$ cat config.mk
export PLATFORM = sky130hd
export DESIGN_NAME = prbs_err_det
export DESIGN_NICKNAME = d
export VERILOG_FILES = /design/src/rtl/prbs_det_pkg.sv /design/src/rtl/prbs_ref_gen.sv /design/src/rtl/prbs_sync_ctrl.sv /design/src/rtl/sat_counter.sv /design/src/rtl/prbs_err_det.sv
export SDC_FILE = /design/constraint.sdc
export NUM_CORES = 1
export LEC_CHECK = 0
export ABC_AREA = 1
export ABC_CLOCK_PERIOD_IN_PS = 3600
export BUFFER_PORTS_ARGS = -buffer_cell sky130_fd_sc_hd__buf_4
export CAP_MARGIN = 20
export CORE_ASPECT_RATIO = 1.2
export CORE_UTILIZATION = 40
export DETAILED_ROUTE_END_ITERATION = 6
export GPL_ROUTABILITY_DRIVEN = 0
export PLACE_DENSITY = 0.61
export SETUP_SLACK_MARGIN = 0.4
export SLEW_MARGIN = 25
export SYNTH_ARGS = -nofsm -noshare
export SYNTH_HDL_FRONTEND = slang
export SYNTH_SLANG_ARGS = --single-unit
$ cat constraint.sdc
create_clock -name clk -period 3.6 [get_ports clk]
set_input_delay 0.72 -clock clk [delete_from_list [all_inputs] [get_ports clk]]
set_output_delay 0.72 -clock clk [all_outputs]
set_load 0.005 [all_outputs]
$ cat src/rtl/prbs_det_pkg.sv
package prbs_det_pkg;
  localparam int MAX_ORD = 31;
  localparam int MAX_EXP = 8;

  typedef enum logic {S_ACQ, S_LOCK} sync_st_e;

  function automatic logic [5:0] ord_len(input logic [2:0] sel);
    case (sel)
      3'd1: return 6'd9;
      3'd2: return 6'd11;
      3'd3: return 6'd15;
      3'd4: return 6'd20;
      3'd5: return 6'd23;
      3'd6: return 6'd31;
      default: return 6'd7;
    endcase
  endfunction

  function automatic logic [5:0] ord_tap(input logic [2:0] sel);
    case (sel)
      3'd1: return 6'd5;
      3'd2: return 6'd9;
      3'd3: return 6'd14;
      3'd4: return 6'd3;
      3'd5: return 6'd18;
      3'd6: return 6'd28;
      default: return 6'd6;
    endcase
  endfunction

  function automatic int unsigned pow10(input int e);
    int unsigned v;
    v = 1;
    for (int i = 0; i < e; i++) v = v * 10;
    return v;
  endfunction
endpackage

$ cat src/rtl/prbs_ref_gen.sv
module prbs_ref_gen
  import prbs_det_pkg::*;
(
  input  logic       clk,
  input  logic       rst_n,
  input  logic       bit_en,
  input  logic       load_rx,
  input  logic       rx_bit,
  input  logic [2:0] order_sel,
  output logic       pred
);
  logic [MAX_ORD-1:0] ref_q, ref_d;
  logic [4:0]         idx_a, idx_b;

  always_comb begin
    idx_a = 5'(ord_len(order_sel) - 6'd1);
    idx_b = 5'(ord_tap(order_sel) - 6'd1);
    pred  = ref_q[idx_a] ^ ref_q[idx_b];
    ref_d = ref_q;
    if (bit_en) ref_d = {ref_q[MAX_ORD-2:0], load_rx ? rx_bit : pred};
  end

  always_ff @(posedge clk or negedge rst_n) begin
    if (!rst_n) ref_q <= '0;
    else        ref_q <= ref_d;
  end
endmodule

$ cat src/rtl/prbs_sync_ctrl.sv
module prbs_sync_ctrl
  import prbs_det_pkg::*;
#(
  parameter int ERR_ALLOW = 1,
  parameter int AUTO_EXP  = 3
) (
  input  logic       clk,
  input  logic       rst_n,
  input  logic       bit_en,
  input  logic       mismatch,
  input  logic [2:0] order_sel,
  input  logic [2:0] thr_sel,
  input  logic       frame_mode,
  output logic       locked
);
  localparam int WIN_W = $clog2(pow10(MAX_EXP));
  localparam int ERR_W = $clog2(ERR_ALLOW + 2) + 1;
  localparam logic [ERR_W:0] ALLOW_V = (ERR_W+1)'(ERR_ALLOW);
  localparam logic [ERR_W:0] CAP_V   = (ERR_W+1)'(ERR_ALLOW + 1);

  sync_st_e         st_q, st_d;
  logic [6:0]       acq_q, acq_d, len;
  logic [WIN_W-1:0] win_q, win_d, win_len;
  logic [ERR_W-1:0] err_q, err_d;
  logic [ERR_W:0]   errs_now;
  logic             last, lose;

  always_comb begin
    case (thr_sel)
      3'd0: win_len = WIN_W'(pow10(AUTO_EXP));
      3'd1: win_len = WIN_W'(pow10(2));
      3'd2: win_len = WIN_W'(pow10(3));
      3'd3: win_len = WIN_W'(pow10(4));
      3'd4: win_len = WIN_W'(pow10(5));
      3'd5: win_len = WIN_W'(pow10(6));
      3'd6: win_len = WIN_W'(pow10(7));
      default: win_len = WIN_W'(pow10(8));
    endcase
    len      = {1'b0, ord_len(order_sel)};
    errs_now = {1'b0, err_q} + {{ERR_W{1'b0}}, mismatch};
    last     = (win_q == win_len - 1'b1);
    lose     = frame_mode ? (last && (errs_now > ALLOW_V))
                          : (mismatch && (errs_now > ALLOW_V));
    st_d  = st_q;
    acq_d = acq_q;
    win_d = win_q;
    err_d = err_q;
    if (bit_en) begin
      if (st_q == S_ACQ) begin
        if (acq_q < len)                    acq_d = acq_q + 7'd1;
        else if (mismatch)                  acq_d = len;
        else if (acq_q == (len << 1) - 7'd1) begin
          st_d  = S_LOCK;
          win_d = '0;
          err_d = '0;
        end else                            acq_d = acq_q + 7'd1;
      end else begin
        if (lose) begin
          st_d  = S_ACQ;
          acq_d = '0;
        end else if (last) begin
          win_d = '0;
          err_d = '0;
        end else begin
          win_d = win_q + 1'b1;
          err_d = (errs_now > CAP_V) ? CAP_V[ERR_W-1:0] : errs_now[ERR_W-1:0];
        end
      end
    end
  end

  always_ff @(posedge clk or negedge rst_n) begin
    if (!rst_n) begin
      st_q  <= S_ACQ;
      acq_q <= '0;
      win_q <= '0;
      err_q <= '0;
    end else begin
      st_q  <= st_d;
      acq_q <= acq_d;
      win_q <= win_d;
      err_q <= err_d;
    end
  end

  assign locked = (st_q == S_LOCK);
endmodule

$ cat src/rtl/sat_counter.sv
module sat_counter #(
  parameter int W = 16
) (
  input  logic         clk,
  input  logic         rst_n,
  input  logic         clr,
  input  logic         inc,
  output logic [W-1:0] q
);
  localparam logic [W-1:0] TOP = '1;
  logic [W-1:0] q_d;

  always_comb begin
    q_d = q;
    if (clr)                  q_d = '0;
    else if (inc && q != TOP) q_d = q + 1'b1;
  end

  always_ff @(posedge clk or negedge rst_n) begin
    if (!rst_n) q <= '0;
    else        q <= q_d;
  end
endmodule

$ cat src/rtl/prbs_err_det.sv
module prbs_err_det #(
  parameter int CNT_W     = 16,
  parameter int ERR_ALLOW = 1,
  parameter int AUTO_EXP  = 3
) (
  input  logic             clk,
  input  logic             rst_n,
  input  logic             bit_en,
  input  logic             rx_bit,
  input  logic [2:0]       order_sel,
  input  logic             frame_mode,
  input  logic [2:0]       thr_sel,
  input  logic             cnt_clr,
  output logic             sync_lost,
  output logic [CNT_W-1:0] ins_cnt,
  output logic [CNT_W-1:0] om_cnt,
  output logic [CNT_W-1:0] tot_cnt
);
  localparam int N_CNT = 3;

  logic [1:0]       rst_sync;
  logic             rst_i, pred, locked, mismatch, count_en;
  logic [N_CNT-1:0] inc_v;
  logic [CNT_W-1:0] cnt_v [N_CNT];

  always_ff @(posedge clk or negedge rst_n) begin
    if (!rst_n) rst_sync <= 2'b00;
    else        rst_sync <= {rst_sync[0], 1'b1};
  end
  assign rst_i = rst_sync[1];

  prbs_ref_gen u_ref (
    .clk(clk), .rst_n(rst_i), .bit_en(bit_en), .load_rx(~locked),
    .rx_bit(rx_bit), .order_sel(order_sel), .pred(pred)
  );

  assign mismatch = rx_bit ^ pred;

  prbs_sync_ctrl #(.ERR_ALLOW(ERR_ALLOW), .AUTO_EXP(AUTO_EXP)) u_sync (
    .clk(clk), .rst_n(rst_i), .bit_en(bit_en), .mismatch(mismatch),
    .order_sel(order_sel), .thr_sel(thr_sel), .frame_mode(frame_mode),
    .locked(locked)
  );

  assign count_en = bit_en & locked;
  assign inc_v[0] = count_en & rx_bit & ~pred;
  assign inc_v[1] = count_en & ~rx_bit & pred;
  assign inc_v[2] = count_en & mismatch;

  for (genvar g = 0; g < N_CNT; g++) begin : g_cnt
    sat_counter #(.W(CNT_W)) u_cnt (
      .clk(clk), .rst_n(rst_i), .clr(cnt_clr), .inc(inc_v[g]), .q(cnt_v[g])
    );
  end

  assign ins_cnt   = cnt_v[0];
  assign om_cnt    = cnt_v[1];
  assign tot_cnt   = cnt_v[2];
  assign sync_lost = ~locked;
endmodule

**After elaboration in Yosys (flattened, before gate mapping)**

Cells that the tools add are included.

- Register bits: 119
- Bits in latches: 0
- RAM bits: 0
- Memory bits (read-only): 0
- Output and inout port bits: 49
- Logic and storage cells: 108
- Memories kept: 0

- Add/sub/neg operators: 10
- Multiply operators: 0
- Divide/modulo/power cells: 0
- $lt $le $gt $ge: 5
- Eq/ne operators: 22
- Shifts and indexed selects: 0
- Multiplexer cells: 38
- Bitwise logic cells: 11
- Reductions and logical operators: 13

Operators by type and width:

| cell | count |
|---|---|
| 27-bit 2-to-1 mux | 6 |
| 27-bit case mux with 6 select lines | 1 |
| 16-bit 2-to-1 mux | 6 |
| 5-bit case mux with 6 select lines | 2 |
| 16-bit by 1-bit adder with 16-bit output, second input constant | 3 |
| 16-bit != test, second input constant | 3 |
| 7-bit 2-to-1 mux | 5 |
| 27-bit by 1-bit adder with 27-bit output, second input constant | 1 |
| 27-bit == test | 1 |
| 27-bit by 1-bit subtractor with 27-bit output, second input constant | 1 |
| 3-bit 2-to-1 mux | 7 |
| 3-bit == test, second input constant | 6 |
| 3-bit by 2-bit == test with 1-bit output, second input constant | 4 |
| 5-bit by 6-bit < comparator with 1-bit output, second input constant | 2 |
| 1-bit binary-select mux with 5-bit select | 2 |
| 5-bit by 1-bit subtractor with 5-bit output, second input constant | 2 |
| 1-bit 2-to-1 mux | 9 |
| 2-bit nonzero test | 4 |
| 7-bit by 1-bit adder with 7-bit output, second input constant | 1 |
| 7-bit == test | 1 |
| 7-bit by 5-bit < comparator with 1-bit output | 1 |
| 6-bit by 1-bit subtractor with 7-bit output, second input constant | 1 |
| 1-bit bitwise AND | 6 |
| 3-bit by 1-bit == test with 1-bit output, second input constant | 2 |
| 13 further kinds | 22 |

**Depth between registers and ports, before layout**

- Depth in word-level cells: 13
- Depth in mapped cells: 28

**By module**

A second synthesis with hierarchy kept.

- Cells, all modules: 1382
- Area, all modules: 9017.4 um^2

By module, submodules not included:

| module | times used | cells an instance | area an instance (um^2) | seq. area each (um^2) |
|---|---|---|---|---|
| prbs_sync_ctrl | 1 | 627 | 3753.6 | 950.9 |
| sat_counter | 3 | 144 | 1037.2 | 400.4 |
| prbs_ref_gen | 1 | 310 | 2050.7 | 775.7 |
| prbs_err_det | 1 | 13 | 101.3 | 50.0 |

**Least setup slack after synthesis**

OpenSTA, ideal clock, no wires.

- Path kind: input -> register
- Start: input order_sel[2]
- End: register u_sync.win_q[21]
- Library setup time: 0.117 ns
- Arrival time: 4.128 ns
- Required time: 3.483 ns
- Path slack: -0.645 ns
- Stages on the path: 27
- Path through: buf_2 > nand2_2 > inv_2 > buf_4 > ha_1 > clkbuf_1 > inv_1 > nand3_1 > nand3_1 > nand3_1 > nand3_1 > nand2_1 > nand3_2 > nand3_2 > nand2_2 > ha_1 > ha_1 > xor2_1 > a311oi_1 > a21oi_1 > nand2_1 > nand2_1 > nand2_2 > nand2_2 > buf_6 > nand2_1 > nand2_1

- Word-level cells in the longest chain between the ends: 13
- Elaborated cells on any way between the ends: 29

RTL lines:

| item | RTL line | text |
|---|---|---|
| start, declared | prbs_err_det.sv:10 | `input logic [2:0] order_sel,` |
| 3-bit == test, or another cell as far along | prbs_det_pkg.sv:8, prbs_det_pkg.sv:20 |  |
| 5-bit case mux with 6 select lines, on equally long branches | prbs_det_pkg.sv:8, prbs_det_pkg.sv:20 |  |
| 5-bit by 1-bit subtractor with 5-bit output, on equally long branches | prbs_ref_gen.sv:16, prbs_ref_gen.sv:17 |  |
| 1-bit binary-select mux with 5-bit select | prbs_ref_gen.sv:18 | `pred = ref_q[idx_a] ^ ref_q[idx_b];` |
| 1-bit 2-to-1 mux (implied by the code) | prbs_ref_gen.sv:18 |  |
| 1-bit XOR | prbs_ref_gen.sv:18 |  |
| 1-bit XOR | prbs_err_det.sv:37 | `assign mismatch = rx_bit ^ pred;` |
| 3-bit by 1-bit adder with 4-bit output | prbs_sync_ctrl.sv:40 | `errs_now = {1'b0, err_q} + {{ERR_W{1'b0}}, mismatch};` |
| 4-bit by 1-bit > comparator with 1-bit output | prbs_sync_ctrl.sv:42, prbs_sync_ctrl.sv:43 |  |
| 1-bit logical AND, on equally long branches | prbs_sync_ctrl.sv:43, prbs_sync_ctrl.sv:42 |  |
| 1-bit 2-to-1 mux | prbs_sync_ctrl.sv:42 | `lose = frame_mode ? (last && (errs_now > ALLOW_V))` |
| 2-bit != test (no line) | n/a |  |
| 5-bit AND reduction (no line) (*) | n/a |  |
| end signal, assigned | prbs_sync_ctrl.sv:81 | `win_q <= win_d;` |
| end, declared | prbs_sync_ctrl.sv:23 | `logic [WIN_W-1:0] win_q, win_d, win_len;` |

Every way passes the cells marked *; elsewhere a longest branch is shown, timed or not. The select of a mux whose other input is x is not followed.
A chain may end at the register's enable or synchronous reset.

**Final worst setup path**

- Start: input order_sel[0]
- End: register u_sync.win_q[11]

The elaborated chain is that of the path after synthesis.

==> impl_results.md <==
- Post-Syn Instances: 1231
- Number of port buffers: 60
- Final Hold Fails: 0
- Yosys cell types: 44
- Final Util: 54.60%
- Crit end category: flip-flop
- Max_cap viols: 0
- First-pass GRT wire length: 41860 um
- Pleak: 5.076 nW
- Worst-margin pin slew: 0.9087 ns
- Final setup margin: -0.03122 ns
- Reg clk slew, reported paths: 0.06 ns
- Root buf cell: clkbuf_16
- H-tree depth: 4
- CP max FO: 7
- Core Region: 20330 um2
- WP data required: 3.91 ns
- Hold-fix buffers, CTS: 0
- GRT Util Overall: 24.18%
- Fin. max-slew vios: 0
- Cell with the most instances after synthesis: nand2_1
- Count of state elements after synthesis: 119
- Mapped Avg Cell Area: 6.784 um2
- Total power: 4.771 mW
- Dpl hpwl: 16840 um
- Cell at the slowest stage of the critical path: ha_4
- Drc violations: 0
- CP delay by family, top: simple AND/OR/NAND/NOR gates
- Relative slew slack: 39.42%
- Die area: 21460 um2
- Clock buffer depth: 2
- CP Data Arrival Time: 3.94 ns
- Comb pwr share: 29.5%
- Cell area after synthesis: 8351 um2
- Via total after detailed routing: 8820
- N_diodes: 0
- Largest net degree at the start of global routing: 75
- Vias in the first global route: 8630
- Peak supply drop: 0.3358 mV
- Ys flop type: dfrtp_1
- Number of enable flip-flop cells after synthesis: 0
- Failing checks: negative setup slack
- Final cell count without fillers: 1645
- Net count after synthesis: 1257
- Critical Path Max Stage Delay: 0.32 ns
- Post-route ant nets: 0
- Place WS: -0.5421 ns
- Setup violations, final: 31
- Clock Sinks: 119
- CP bufs+invs: 6
- Initial antenna violation count: 0
- Post-synth top area cell: dfrtp_1
- Top cells by area, synth: dfrtp_1 36%, nand2_1 14%, nand3_1 11%
- Ratio of cells with drive above 1 in the final layout: 23.91%
- Placed cell areas: 9548 um2
- Fin nets: 1393
- Wire per inst: 15.36 um
- Die width: 133.9 um
- Top post-synthesis cells by count: 321 x nand2_1, 189 x nand3_1, 134 x inv_1
- DR vias/cell: 5.362
- R2R Path End: u_sync.win_q[11]$_DFFE_PN0P_
- Initial core utilization: 41.08%
- Fmax: 275.4 MHz
- Path type of the worst min-delay path: input pin to async pin
- Rows: 57
- Clk_lat worst skew: 0.43 ns
- Clk_skew: 0.01300 ns
- Outcome: complete, but fails checks
- Register area share after synthesis: 35.66%
- CTS tree: built
- Footprint of the multi-input gates: 5223 um2
- Flop-to-flop setup slack: 0.52 ns
- Clk pwr share: 36.5%
- Synth Warn #: 0
- PD cells: 429.9 nW/um2
- Critical path launch point type: input pin
- DR pass1 iterations: 5
- Design Area, Final: 11100 um2
- Dpl cells: 1578
- Synth-to-layout area growth: 32.90%
- GR Overflow Total: 0
- Min Clock Period, post-route: 3.631 ns
- Fin crit share: 100.9%
- Initial drt markers: 548
- IO Count: 61
- WHS: 0.06196 ns
- Power Internal: 3.157 mW
- Die Span Y: 160.3 um
- Switch share: 33.84%
- TritonCTS Buffers: 17
- FFs w/ async S/R, synth: 100.0%
- Fillers: 1943
- FF-to-FF path depth: 24
- Worst r2r src: u_ref.ref_q[3]$_DFFE_PN0P_
- Register area: 2982 um2
- RSZ-0062 raised after global routing: true
- Net Sw Power: 1.614 mW
- Crit path kind: input pin to flip-flop
- Routed Wire Length: 25260 um
- Synth top area share: 35.66%
- Reg power frac: 34.0%
- Fin Setup TNS: -0.6038 ns
## flip-flops by register name, indices dropped and copies added, names as in the netlist
signal	count
rst_sync	2
u_sync.acq_q	7
u_sync.locked	1
u_sync.win_q	27
u_sync.err_q	3
g_cnt.u_cnt.q	48
u_ref.ref_q	31
## power groups by stage
stage / Sequential, mW / Combinational (mW) / Clock [mW]
after floorplan: 1.58 / 0.756 / 0
after global placement: 1.63 / 1.07 / 0
after detailed placement: 1.63 / 1.09 / 0
after CTS: 1.62 / 1.30 / 1.77
after global routing: 1.64 / 1.55 / 1.83
final: 1.62 / 1.41 / 1.74
## layer usage
| layer | vias up | GRT usage (%) | part of all wire (%) |
|---|---|---|---|
| li1 | 4333 | - | - |
| met4 | 0 | 10.59 | 2.7 |
| met5 | - | 0 | 0 |
| met1 | 4185 | 29.69 | 43 |
| met2 | 247 | 41.45 | 50 |
| met3 | 55 | 3.841 | 4.5 |
## final cells by class
type                       count  share of cell area (%)
timing repair buffer         159                   12.39
sequential                   119                   26.87
multi-input combinational    923                   47.06
inverter                     147                   5.310
tap                          265                   2.988
clock inverter                12                   1.364
clock buffer                  20                   4.025
## worst max-delay path by stage
stage	start	end	slack, ns	depth (start not counted)
finish	order_sel[0]	u_sync.win_q[11]$_DFFE_PN0P_	-0.03	29
global route	order_sel[0]	u_sync.win_q[3]$_DFFE_PN0P_	-0.25	29
CTS	order_sel[0]	u_sync.win_q[11]$_DFFE_PN0P_	0.14	29
detailed placement	order_sel[2]	u_sync.win_q[15]$_DFFE_PN0P_	-0.54	27
global placement	order_sel[2]	u_sync.win_q[17]$_DFFE_PN0P_	-0.50	27
floorplan	order_sel[1]	u_sync.win_q[21]$_DFFE_PN0P_	-0.16	28
## worst reg2reg max path, stage by stage (launching register included)
cell and delay, ns:
dfrtp_1 0.39, inv_1 0.08, nand3_1 0.10, nand3_2 0.10, nand3_2 0.09, nand3_2 0.08
nand2_1 0.07, nand2_1 0.07, nand2_2 0.12, nand3_4 0.10, nand3_4 0.11, nand2_4 0.06
ha_4 0.17, ha_4 0.16, xor2_2 0.14, a311oi_2 0.27, a21oi_1 0.07, nand2_1 0.11
nand2_2 0.07, nand2_2 0.10, buf_6 0.11, nand2_8 0.09, buf_16 0.21, nand2_2 0.05
nand2_1 0.05
## repair_timing
| item | 4_1_cts | 5_1_grt |
|---|---|---|
| gates cloned | 5 | 0 |
| endpoints found under the setup margin | 38 | 54 |
| buffers inserted | 22 | 8 |
| pin swaps | 37 | 31 |
| resized for setup | 76 | 78 |
## cell usage in the layout (no fill, tap or decap), types with 37 or more instances in the layout
cell and n:
nand2_2 42, nor3_1 39, o21ai_0 60, nor2_1 105, buf_4 144, nand3_2 37, inv_1 133, dfrtp_1 118
nand2_1 270, xor2_1 46, nand3_1 151
## cell families (layout without fill, tap and decap cells)
group / Yosys count / count (layout) / share of synthesized area, %
AND/OR/NAND/NOR: 738 / 739 / 39.78
buffers and inverters: 190 / 338 / 9.245
flip-flops: 119 / 119 / 35.66
AO/OA/AOI/OAI: 117 / 117 / 7.717
XOR/XNOR: 52 / 52 / 5.454
adder cells (fa/ha/maj): 14 / 14 / 2.098
other: 1 / 1 / 0.04491
Note: power is estimated with default switching activity, not from simulation.
